File: config.mk
export PLATFORM = sky130hd
export DESIGN_NAME = ssp_master
export DESIGN_NICKNAME = d
export VERILOG_FILES = /design/src/rtl/ssp_pkg.sv /design/src/rtl/ssp_fifo.sv /design/src/rtl/ssp_tick.sv /design/src/rtl/ssp_frame.sv /design/src/rtl/ssp_master.sv
export SDC_FILE = /design/constraint.sdc
export NUM_CORES = 1
export LEC_CHECK = 0
export BUFFER_PORTS_ARGS = -buffer_cell sky130_fd_sc_hd__buf_4
export CAP_MARGIN = 20
export CORE_ASPECT_RATIO = 1.1
export CORE_MARGIN = 2
export CORE_UTILIZATION = 35
export DETAILED_ROUTE_END_ITERATION = 10
export GPL_ROUTABILITY_DRIVEN = 0
export SYNTH_ARGS = -nofsm -noshare
export SYNTH_HDL_FRONTEND = slang
export SYNTH_SLANG_ARGS = --single-unit
File: constraint.sdc
create_clock -name clk_i -period 5.19 [get_ports clk_i]
set_input_delay 0.519 -clock clk_i [delete_from_list [all_inputs] [get_ports clk_i]]
set_output_delay 0.519 -clock clk_i [all_outputs]
set_load 0.05 [all_outputs]
File: src/rtl/ssp_pkg.sv
package ssp_pkg;
  localparam int DW    = 16;
  localparam int DIV_W = 8;
  localparam int SZ_W  = $clog2(DW);

  typedef struct packed {
    logic ext_clk;
    logic phase;
    logic polarity;
    logic loopback;
    logic tx_ie;
    logic rx_ie;
  } ctrl_t;

  typedef struct packed {
    logic             en;
    logic [SZ_W-1:0]  size_m1;
    logic [DIV_W-1:0] div;
  } mode_t;

  localparam int CTRL_W = $bits(ctrl_t);
  localparam int MODE_W = $bits(mode_t);
endpackage

File: src/rtl/ssp_fifo.sv
module ssp_fifo #(
  parameter int W     = 16,
  parameter int DEPTH = 8,
  localparam int AW   = $clog2(DEPTH),
  localparam int CW   = $clog2(DEPTH + 1)
) (
  input  logic          clk_i,
  input  logic          rst_ni,
  input  logic          push_i,
  input  logic [W-1:0]  data_i,
  input  logic          pop_i,
  output logic [W-1:0]  data_o,
  output logic [CW-1:0] count_o,
  output logic          full_o,
  output logic          empty_o
);
  logic [W-1:0]  mem_q [DEPTH];
  logic [AW-1:0] wr_q, rd_q;
  logic [CW-1:0] cnt_q;
  logic          do_push, do_pop;

  assign full_o  = (cnt_q == CW'(DEPTH));
  assign empty_o = (cnt_q == '0);
  assign do_push = push_i && !full_o;
  assign do_pop  = pop_i && !empty_o;
  assign data_o  = mem_q[rd_q];
  assign count_o = cnt_q;

  always_ff @(posedge clk_i or negedge rst_ni) begin
    if (!rst_ni) begin
      wr_q  <= '0;
      rd_q  <= '0;
      cnt_q <= '0;
    end else begin
      if (do_push) wr_q <= (wr_q == AW'(DEPTH - 1)) ? '0 : wr_q + 1'b1;
      if (do_pop)  rd_q <= (rd_q == AW'(DEPTH - 1)) ? '0 : rd_q + 1'b1;
      cnt_q <= cnt_q + CW'(do_push) - CW'(do_pop);
    end
  end

  always_ff @(posedge clk_i or negedge rst_ni) begin
    if (!rst_ni) begin
      for (int i = 0; i < DEPTH; i++) mem_q[i] <= '0;
    end else if (do_push) begin
      mem_q[wr_q] <= data_i;
    end
  end
endmodule

File: src/rtl/ssp_tick.sv
module ssp_tick #(
  parameter int DIV_W = 8,
  parameter int SYNC  = 2
) (
  input  logic             clk_i,
  input  logic             rst_ni,
  input  logic             ext_sel_i,
  input  logic [DIV_W-1:0] div_i,
  input  logic             restart_i,
  input  logic             ext_clk_i,
  output logic             tick_o
);
  logic [SYNC:0]      sync_q;
  logic [DIV_W-1:0]   cnt_q;
  logic               int_tick, ext_edge;

  always_ff @(posedge clk_i or negedge rst_ni) begin
    if (!rst_ni) sync_q[0] <= 1'b0;
    else         sync_q[0] <= ext_clk_i;
  end

  // synchroniser stages plus one edge-detect stage
  for (genvar g = 1; g <= SYNC; g++) begin : g_sync
    always_ff @(posedge clk_i or negedge rst_ni) begin
      if (!rst_ni) sync_q[g] <= 1'b0;
      else         sync_q[g] <= sync_q[g-1];
    end
  end

  assign ext_edge = sync_q[SYNC] ^ sync_q[SYNC-1];

  always_ff @(posedge clk_i or negedge rst_ni) begin
    if (!rst_ni)             cnt_q <= '0;
    else if (restart_i)      cnt_q <= '0;
    else if (cnt_q == div_i) cnt_q <= '0;
    else                     cnt_q <= cnt_q + 1'b1;
  end

  assign int_tick = (cnt_q == div_i) && !restart_i;
  assign tick_o   = ext_sel_i ? ext_edge : int_tick;
endmodule

File: src/rtl/ssp_frame.sv
module ssp_frame
  import ssp_pkg::*;
(
  input  logic            clk_i,
  input  logic            rst_ni,
  input  logic            tick_i,
  input  logic            start_i,
  input  logic [DW-1:0]   word_i,
  input  logic [SZ_W-1:0] msb_i,
  input  logic            phase_i,
  input  logic            polarity_i,
  input  logic            rx_bit_i,
  output logic            busy_o,
  output logic            done_o,
  output logic [DW-1:0]   rx_word_o,
  output logic            sclk_o,
  output logic            sfrm_o,
  output logic            txd_o
);
  localparam int HW = $clog2(2 * DW + 2) + 1;

  logic            busy_q, done_q, phase_q;
  logic [HW-1:0]   half_q;
  logic [DW-1:0]   tx_q, rx_q;
  logic [SZ_W-1:0] msb_q;

  logic [HW-1:0]   span, last_half, lead, rel, idx_raw, hm1;
  logic [SZ_W-1:0] idx;
  logic            active;

  // span = 2n half periods of clocking, frame = span + 2 halves
  assign span      = HW'(({1'b0, msb_q} + 1'b1)) << 1;
  assign last_half = span + HW'(1);
  assign lead      = phase_q ? HW'(1) : HW'(2);
  assign rel       = half_q - lead;
  assign active    = busy_q && (half_q >= lead) && (rel < span) && !rel[0];

  assign hm1     = half_q - HW'(1);
  assign idx_raw = (half_q == '0) ? '0 : (hm1 >> 1);
  assign idx     = (idx_raw > HW'(msb_q)) ? msb_q : idx_raw[SZ_W-1:0];

  always_ff @(posedge clk_i or negedge rst_ni) begin
    if (!rst_ni) begin
      busy_q  <= 1'b0;
      done_q  <= 1'b0;
      phase_q <= 1'b0;
      half_q  <= '0;
      tx_q    <= '0;
      rx_q    <= '0;
      msb_q   <= '0;
    end else begin
      done_q <= 1'b0;
      if (!busy_q) begin
        if (start_i) begin
          busy_q  <= 1'b1;
          half_q  <= '0;
          tx_q    <= word_i;
          rx_q    <= '0;
          msb_q   <= msb_i;
          phase_q <= phase_i;
        end
      end else if (tick_i) begin
        if (half_q == last_half) begin
          busy_q <= 1'b0;
          done_q <= 1'b1;
        end else begin
          half_q <= half_q + HW'(1);
          // entering an even half >= 2 is the sampling edge
          if (half_q[0] && (half_q < span)) rx_q <= {rx_q[DW-2:0], rx_bit_i};
        end
      end
    end
  end

  assign busy_o    = busy_q;
  assign done_o    = done_q;
  assign rx_word_o = rx_q;
  assign sclk_o    = polarity_i ^ active;
  assign sfrm_o    = busy_q;
  assign txd_o     = busy_q && tx_q[msb_q - idx];
endmodule

File: src/rtl/ssp_master.sv
module ssp_master
  import ssp_pkg::*;
#(
  parameter int DEPTH  = 8,
  parameter int RX_THR = 3,
  parameter int TX_THR = 4,
  localparam int CW    = $clog2(DEPTH + 1)
) (
  input  logic          clk_i,
  input  logic          rst_ni,
  input  logic          reg_we_i,
  input  logic [1:0]    reg_addr_i,
  input  logic [DW-1:0] reg_wdata_i,
  output logic [DW-1:0] reg_rdata_o,
  input  logic          tx_push_i,
  input  logic [DW-1:0] tx_data_i,
  output logic          tx_full_o,
  input  logic          rx_pop_i,
  output logic [DW-1:0] rx_data_o,
  output logic          rx_empty_o,
  input  logic          ext_clk_i,
  input  logic          rxd_i,
  output logic          sclk_o,
  output logic          sfrm_o,
  output logic          txd_o,
  output logic          pad_oe_o,
  output logic          tx_irq_o,
  output logic          rx_irq_o
);
  ctrl_t           ctrl_q;
  mode_t           mode_q;
  logic [DW-1:0]   tx_head, rx_word;
  logic [CW-1:0]   tx_count, rx_count;
  logic            tx_empty, busy, done, start, tick;
  logic            sclk_int, sfrm_int, txd_int, rx_bit;
  logic [SZ_W-1:0] msb_eff;

  always_ff @(posedge clk_i or negedge rst_ni) begin
    if (!rst_ni) begin
      ctrl_q <= '0;
      mode_q <= '0;
    end else if (reg_we_i) begin
      case (reg_addr_i)
        2'd0:    ctrl_q <= ctrl_t'(reg_wdata_i[CTRL_W-1:0]);
        2'd1:    mode_q <= mode_t'(reg_wdata_i[MODE_W-1:0]);
        default: ;
      endcase
    end
  end

  always_comb begin
    case (reg_addr_i)
      2'd0:    reg_rdata_o = DW'(ctrl_q);
      2'd1:    reg_rdata_o = DW'(mode_q);
      default: reg_rdata_o = '0;
    endcase
  end

  // frames shorter than 4 bits are not supported
  assign msb_eff = (mode_q.size_m1 < SZ_W'(3)) ? SZ_W'(3) : mode_q.size_m1;
  assign start   = mode_q.en && !tx_empty && !busy;
  assign rx_bit  = ctrl_q.loopback ? txd_int : rxd_i;

  ssp_fifo #(.W(DW), .DEPTH(DEPTH)) i_tx_fifo (
    .clk_i   (clk_i),
    .rst_ni  (rst_ni),
    .push_i  (tx_push_i),
    .data_i  (tx_data_i),
    .pop_i   (start),
    .data_o  (tx_head),
    .count_o (tx_count),
    .full_o  (tx_full_o),
    .empty_o (tx_empty)
  );

  ssp_fifo #(.W(DW), .DEPTH(DEPTH)) i_rx_fifo (
    .clk_i   (clk_i),
    .rst_ni  (rst_ni),
    .push_i  (done),
    .data_i  (rx_word),
    .pop_i   (rx_pop_i),
    .data_o  (rx_data_o),
    .count_o (rx_count),
    .full_o  (),
    .empty_o (rx_empty_o)
  );

  ssp_tick #(.DIV_W(DIV_W), .SYNC(2)) i_tick (
    .clk_i     (clk_i),
    .rst_ni    (rst_ni),
    .ext_sel_i (ctrl_q.ext_clk),
    .div_i     (mode_q.div),
    .restart_i (start),
    .ext_clk_i (ext_clk_i),
    .tick_o    (tick)
  );

  ssp_frame i_frame (
    .clk_i      (clk_i),
    .rst_ni     (rst_ni),
    .tick_i     (tick),
    .start_i    (start),
    .word_i     (tx_head),
    .msb_i      (msb_eff),
    .phase_i    (ctrl_q.phase),
    .polarity_i (ctrl_q.polarity),
    .rx_bit_i   (rx_bit),
    .busy_o     (busy),
    .done_o     (done),
    .rx_word_o  (rx_word),
    .sclk_o     (sclk_int),
    .sfrm_o     (sfrm_int),
    .txd_o      (txd_int)
  );

  assign pad_oe_o = !ctrl_q.loopback;
  assign sclk_o   = pad_oe_o && sclk_int;
  assign sfrm_o   = pad_oe_o && sfrm_int;
  assign txd_o    = pad_oe_o && txd_int;
  assign tx_irq_o = ctrl_q.tx_ie && (tx_count <= CW'(TX_THR));
  assign rx_irq_o = ctrl_q.rx_ie && (rx_count >= CW'(RX_THR));
endmodule

Yosys cells after proc, flatten, opt, wreduce, memory -nomap -nowiden
Index checks and enable logic that the tools add are counted.
{ "classes": {"mux": 43, "n_bitwise": 7, "magnitude_cmp": 14, "eq_ne": 12, "reduce_logical": 37, "add_sub_neg": 15} }
{ "ops": {"columns": ["cell", "n"], "rows": [
  ["$bwmux 128", 2],
  ["$mux 16", 11],
  ["$bmux 16 s3", 2],
  ["$demux 16 s3", 2],
  ["$mux 7", 4],
  ["$pmux 13 s2", 1],
  ["$logic_and 1x1->1", 19],
  ["$ge 4x4->1 const B", 4],
  ["$mux 8", 2],
  ["$not 3->4", 4],
  ["$add 7x1->7 const B", 2],
  ["$lt 7x7->1", 2],
  ["$add 3x1->3 const B", 4],
  ["$eq 3x3->1 const B", 4],
  ["$mux 3", 4],
  ["$mux 1", 10],
  ["$add 4x1->4", 2],
  ["$add 8x1->8 const B", 1],
  ["$eq 4x4->1 const B", 2],
  ["$eq 8x8->1", 1],
  ["$logic_not 1->1", 8],
  ["$logic_not 4->1", 2],
  ["$lt 4x1->1 const B", 2],
  ["$mux 4", 2],
  ["other kinds (26)", 31]
]} }
{ "totals": {"ff_bits": 352, "elab_cells": 170, "out_inout_bits": 40, "inputBits": 41} }

Logic depth before layout (Yosys ltp)
{ "depth": {"ltp_word": 13, "mapped_depth": 18, "ltp_nobuf": 18} }

Hierarchy
Synthesis repeated with hierarchy kept, for this count alone.
{ "unflattened": {"cells_unflattened": 1161, "hier_area_um2": 17598.1} }
{ "modules_own_cells": {"columns": ["module", "seq_area_each_um2", "cells_per_inst", "area_per_inst_um2", "n_inst"], "rows": [
  ["ssp_fifo (i_rx_fifo)", 3453.3, 386, 6546.3, 1],
  ["ssp_fifo (i_tx_fifo)", 3453.3, 384, 6542.5, 1],
  ["ssp_frame", 1151.1, 259, 2852.7, 1],
  ["ssp_master", 475.5, 81, 1049.8, 1],
  ["ssp_tick", 275.3, 51, 606.8, 1]
]} }

Least setup slack after synthesis
OpenSTA, ideal clock, no wires.
{ "synth_timing": {"kind": "flip-flop to output port", "startpoint": "register i_frame.half_q[1]", "endpoint": "output txd_o", "n_path_buf": 0, "path_slack_ns": 0.075, "required_ns": 4.671, "stages_incl_launch_ff": 18, "arrival_ns": 4.596, "cell_sequence": "dfrtp_1 -> inv_1 -> ha_1 -> or3b_4 -> nor2_1 -> nor2_1 -> ha_1 -> a21oi_1 -> o21ai_0 -> a22oi_1 -> mux2i_1 -> ha_1 -> fa_1 -> mux4_2 -> mux2i_1 -> mux2i_1 -> mux2i_1 -> nor3_1"} }
{ "synth_between": {"elab_chain_len": 9, "word_cells_on_any_way": 10, "classes_between": "add/sub (2); order compare (1); mux (4); reduce/logical (3)"} }
{ "synth_lines": {"columns": ["item", "line_no", "source"], "rows": [
  ["from (decl)", "ssp_frame.sv:23", "logic [HW-1:0] half_q;"],
  ["from (signal assigned)", "ssp_frame.sv:67", "half_q <= half_q + HW'(1);"],
  ["$sub 7x1->7 or $logic_not 7->1 (tied branches)", "ssp_frame.sv:38, ssp_frame.sv:39", null],
  ["$mux 6 *", "ssp_frame.sv:39", "assign idx_raw = (half_q == '0) ? '0 : (hm1 >> 1);"],
  ["$gt 7x4->1", "ssp_frame.sv:40", "assign idx = (idx_raw > HW'(msb_q)) ? msb_q : idx_raw[SZ_W-1:0];"],
  ["$mux 4 *", "ssp_frame.sv:40", null],
  ["$sub 4x4->4 *", "ssp_frame.sv:80", "assign txd_o = busy_q && tx_q[msb_q - idx];"],
  ["$bmux 1 s4 *", "ssp_frame.sv:80", null],
  ["$mux 1 (implied by the code) *", "ssp_frame.sv:80", null],
  ["$logic_and 1x1->1 *", "ssp_frame.sv:80", null],
  ["$logic_and 1x1->1 *", "ssp_master.sv:119", "assign txd_o = pad_oe_o && txd_int;"],
  ["to (decl)", "ssp_master.sv:25", "output logic txd_o,"]
]} }
Mark *: on every way between the ends. The rest lies on a longest branch, timed or not. The select of a mux whose other input is x is not followed.

Worst setup path in the final report
Same ends and word-level chain as after synthesis.

==> metrics <==
outcome completed; # DRC 0; Root Buffer Master clkbuf_16; final net count approximately 1400; Max FO, Critical Path 4; Total GRT Usage 0.1538; vias in the first global route approximately 11000; Initial DRC Count about 570; n_diodes 0; fin. max-slew vios 0; IO Pins just over 80; Fin. Hold Viols 0; WL/cell between 15 and 20 um; largest net degree at the start of global routing roughly 170; predominant post-synthesis flop cell dfrtp_1; TritonCTS clock tree done; antenna violations before repair 0; Port Buffers 74; setup slack at placement ~0.18 ns; Post-synth EDFFs 0; grt ovf 0; fin area 19540 sq um; clock slew at reported path FFs 0.05 ns; critical path type reg2out; DR vias/cell ~5; post-DP HPWL between 20000 and 25000 um; Tcrit/Tclk final 0.9873; Max-Cap Viols 0; Critical Path RT between 4 and 5 ns; first-pass GRT wire length 60080 um; min-delay worst type in2reg; ys async rst share 1.000; RSZ-0062 raised after global routing yes; Post-Layout Cell Count slightly above 2000; P per Cell Area ~600 nW/um^2; Slew Limit Headroom 0.2564; leakage power 8.989 nW; Routed Wire Length 36960 um; area growth from synthesis to layout 15.94%; Starting Density 0.3532; H-Tree Depth 2; Syn Area/Cell ~13 sq um; Die Ht about 230 um; distinct cell type count of the synthesized netlist 59; cell count after placement between 1500 and 2000; worst slew pin tran 1.115 ns; Final setup violation count 0; total core area 47720 sq um; mapped cell area around 17000 sq um; Max Fclk around 200 MHz; crit path launch type flip-flop; Max clock buf depth 3; Routed Antenna Nets 0; fin crit period 5.124 ns; worst-skew pair later-pin latency around 0.55 ns; Pre-antenna DRT Iters 4; total CTS buffers 40; crit end category output pin; via count 10150; Synth Register Bits roughly 350; Die W between 200 and 250 um; Syn Inst Count between 1000 and 1500; placed inst area around 18000 sq um; worst vdd ir 0.0004037 V; final setup margin approximately 0.066 ns; CTS sink count ~350; Clock Skew 0.02115 ns; die area 49930 sq um; fin util 0.4095; crit path DAT approximately 4.6 ns; FP Rows 84; sequential area share after synthesis 0.5226; Syn. warnings 0; ratio of cells with drive above 1 in the final layout 0.3642
-- where the power goes --
part	total [mW]	switching, mW	leakage, nW	internal (mW)
clock network	2.79	1.14	0.649	1.65
logic	4.69	2.32	3.79	2.37
registers	4.21	0.671	4.55	3.54
-- cell usage in the layout, fill, tap and decap left out, drive strengths merged, types with 9 or more instances in the layout --
master	synthesis	layout
nor3	11	11
mux2i	50	50
nand3	16	16
clkbuf	31	56
dfrtp	352	352
ha	44	44
nor2	32	32
o21ai	79	79
buf	37	107
mux2	246	246
mux4	68	68
xnor2	13	13
inv	50	52
nand2	126	126
a21oi	9	9
xor2	18	18
clkinv	0	12
-- per-stage QoR --
| step | hold slack, ns | TNS (ns) | power [mW] |
|---|---|---|---|
| 2_1_floorplan | 0.2234 | 0 | 7.572 |
| 3_3_place_gp | 0.3320 | 0 | 8.627 |
| 3_5_place_dp | 0.3347 | 0 | 8.783 |
| 4_1_cts | 0.06581 | 0 | 11.83 |
| 5_1_grt | 0.06431 | -0.1763 | 12.51 |
| 6_report | 0.09960 | 0 | 11.69 |
-- metal layers --
metal / up-vias / global-route usage / share of wire
li1: 4674 / - / -
met1: 5253 / 0.2019 / 0.45
met2: 159 / 0.2575 / 0.49
met3: 61 / 0.03174 / 0.038
met4: 0 / 0.04449 / 0.022
met5: - / 0 / 0
-- flip-flops by register name (all words and copies together) (netlist names), 3 cells and up --
name and count:
i_tick.cnt_q 8, i_rx_fifo.mem_q 128, i_tx_fifo.wr_q 3, i_rx_fifo.count_o 4, i_frame.msb_q 4, ctrl_q 6
i_rx_fifo.wr_q 3, i_frame.tx_q 16, i_frame.half_q 7, i_tick.sync_q 3, i_frame.rx_word_o 16, i_tx_fifo.mem_q 128
i_tx_fifo.count_o 4, i_tx_fifo.rd_q 3, mode_q 13, i_rx_fifo.rd_q 3
-- repair_timing --
action                                  CTS  global route
gates resized for setup                  13             0
buffers inserted                          3             1
hold buffers                              1             0
pin swaps                                 2             2
endpoints found under the setup margin    1             1
hold endpoints to repair                 23             0
-- cells by family (layout without fill, tap and decap cells) --
logic type	count (synthesis)	count (layout)	share of synthesized area
multiplexers	364	364	0.2849
buffers and inverters	118	231	0.03014
flip-flops	352	352	0.5226
adder cells (fa/ha/maj)	48	48	0.03741
AND/OR/NAND/NOR	232	232	0.07022
AO/OA/AOI/OAI	112	112	0.03838
other	1	3	0.0002225
XOR/XNOR	31	31	0.01611
-- final cells by class --
| class | count | area [sq um] |
|---|---|---|
| sequential | 352 | 8811 |
| clock inverter | 17 | 145.1 |
| clock buffer | 56 | 1152 |
| timing repair buffer | 108 | 847.1 |
| tap | 645 | 807.0 |
| fill | 4553 | 28170 |
| inverter | 50 | 187.7 |
| multi-input combinational | 790 | 7591 |
-- worst max-delay path, stage by stage (launching register included) --
cell	delay, ns
dfrtp_1	0.39
inv_2	0.09
ha_1	0.15
or3b_4	0.40
nor2_4	0.11
nor2_1	0.08
ha_1	0.31
a21oi_2	0.13
o21ai_1	0.09
a22oi_2	0.20
mux2i_1	0.26
inv_1	0.09
fa_2	0.59
mux4_2	0.32
mux2i_1	0.17
mux2i_1	0.11
mux2i_2	0.30
nor3_2	0.09
buf_6	0.16
-- path summary, 6_finish.rpt --
kind | start | depth (start not counted) | end | slack (ns)
worst min-delay path | ext_clk_i | 1 | i_tick.sync_q[0] | 0.1
worst max-delay path | i_frame.half_q[1] | 18 | txd_o | 0.07
worst min register to register | i_tick.sync_q[0] | 0 | i_tick.sync_q[1] | 0.35
min in group asynchronous | rst_ni | 2 | ctrl_q[3] | 0.42
worst max register to register | i_frame.half_q[1] | 17 | i_frame.rx_word_o[0] | 1.14
max in group asynchronous | rst_ni | 3 | i_tx_fifo.mem_q[56] | 3.60
-- synthesized netlist by cell type, types with 4 or more instances --
library cell / number / area, sq um
xor2_1: 18 / 157.7
xnor2_1: 13 / 113.9
and3_1: 6 / 37.54
o21ai_0: 76 / 380.4
ha_1: 44 / 550.5
nor2_1: 31 / 116.4
clkbuf_1: 31 / 116.4
inv_1: 48 / 180.2
buf_1: 6 / 22.52
and2_1: 8 / 50.05
buf_2: 25 / 125.1
dfrtp_1: 352 / 8808
nand2_1: 123 / 461.7
mux2_2: 225 / 2534
nor3_1: 9 / 45.04
mux4_2: 68 / 1531
mux2i_1: 50 / 500.5
fa_1: 4 / 80.08
mux2_1: 21 / 236.5
nand2b_1: 4 / 25.02
nor4b_4: 4 / 95.09
a21oi_1: 8 / 40.04
nand3_1: 15 / 75.07
nand4_1: 6 / 37.54
nand4b_1: 4 / 35.03
a21o_1: 8 / 60.06
(Power assumes the default switching activity.)
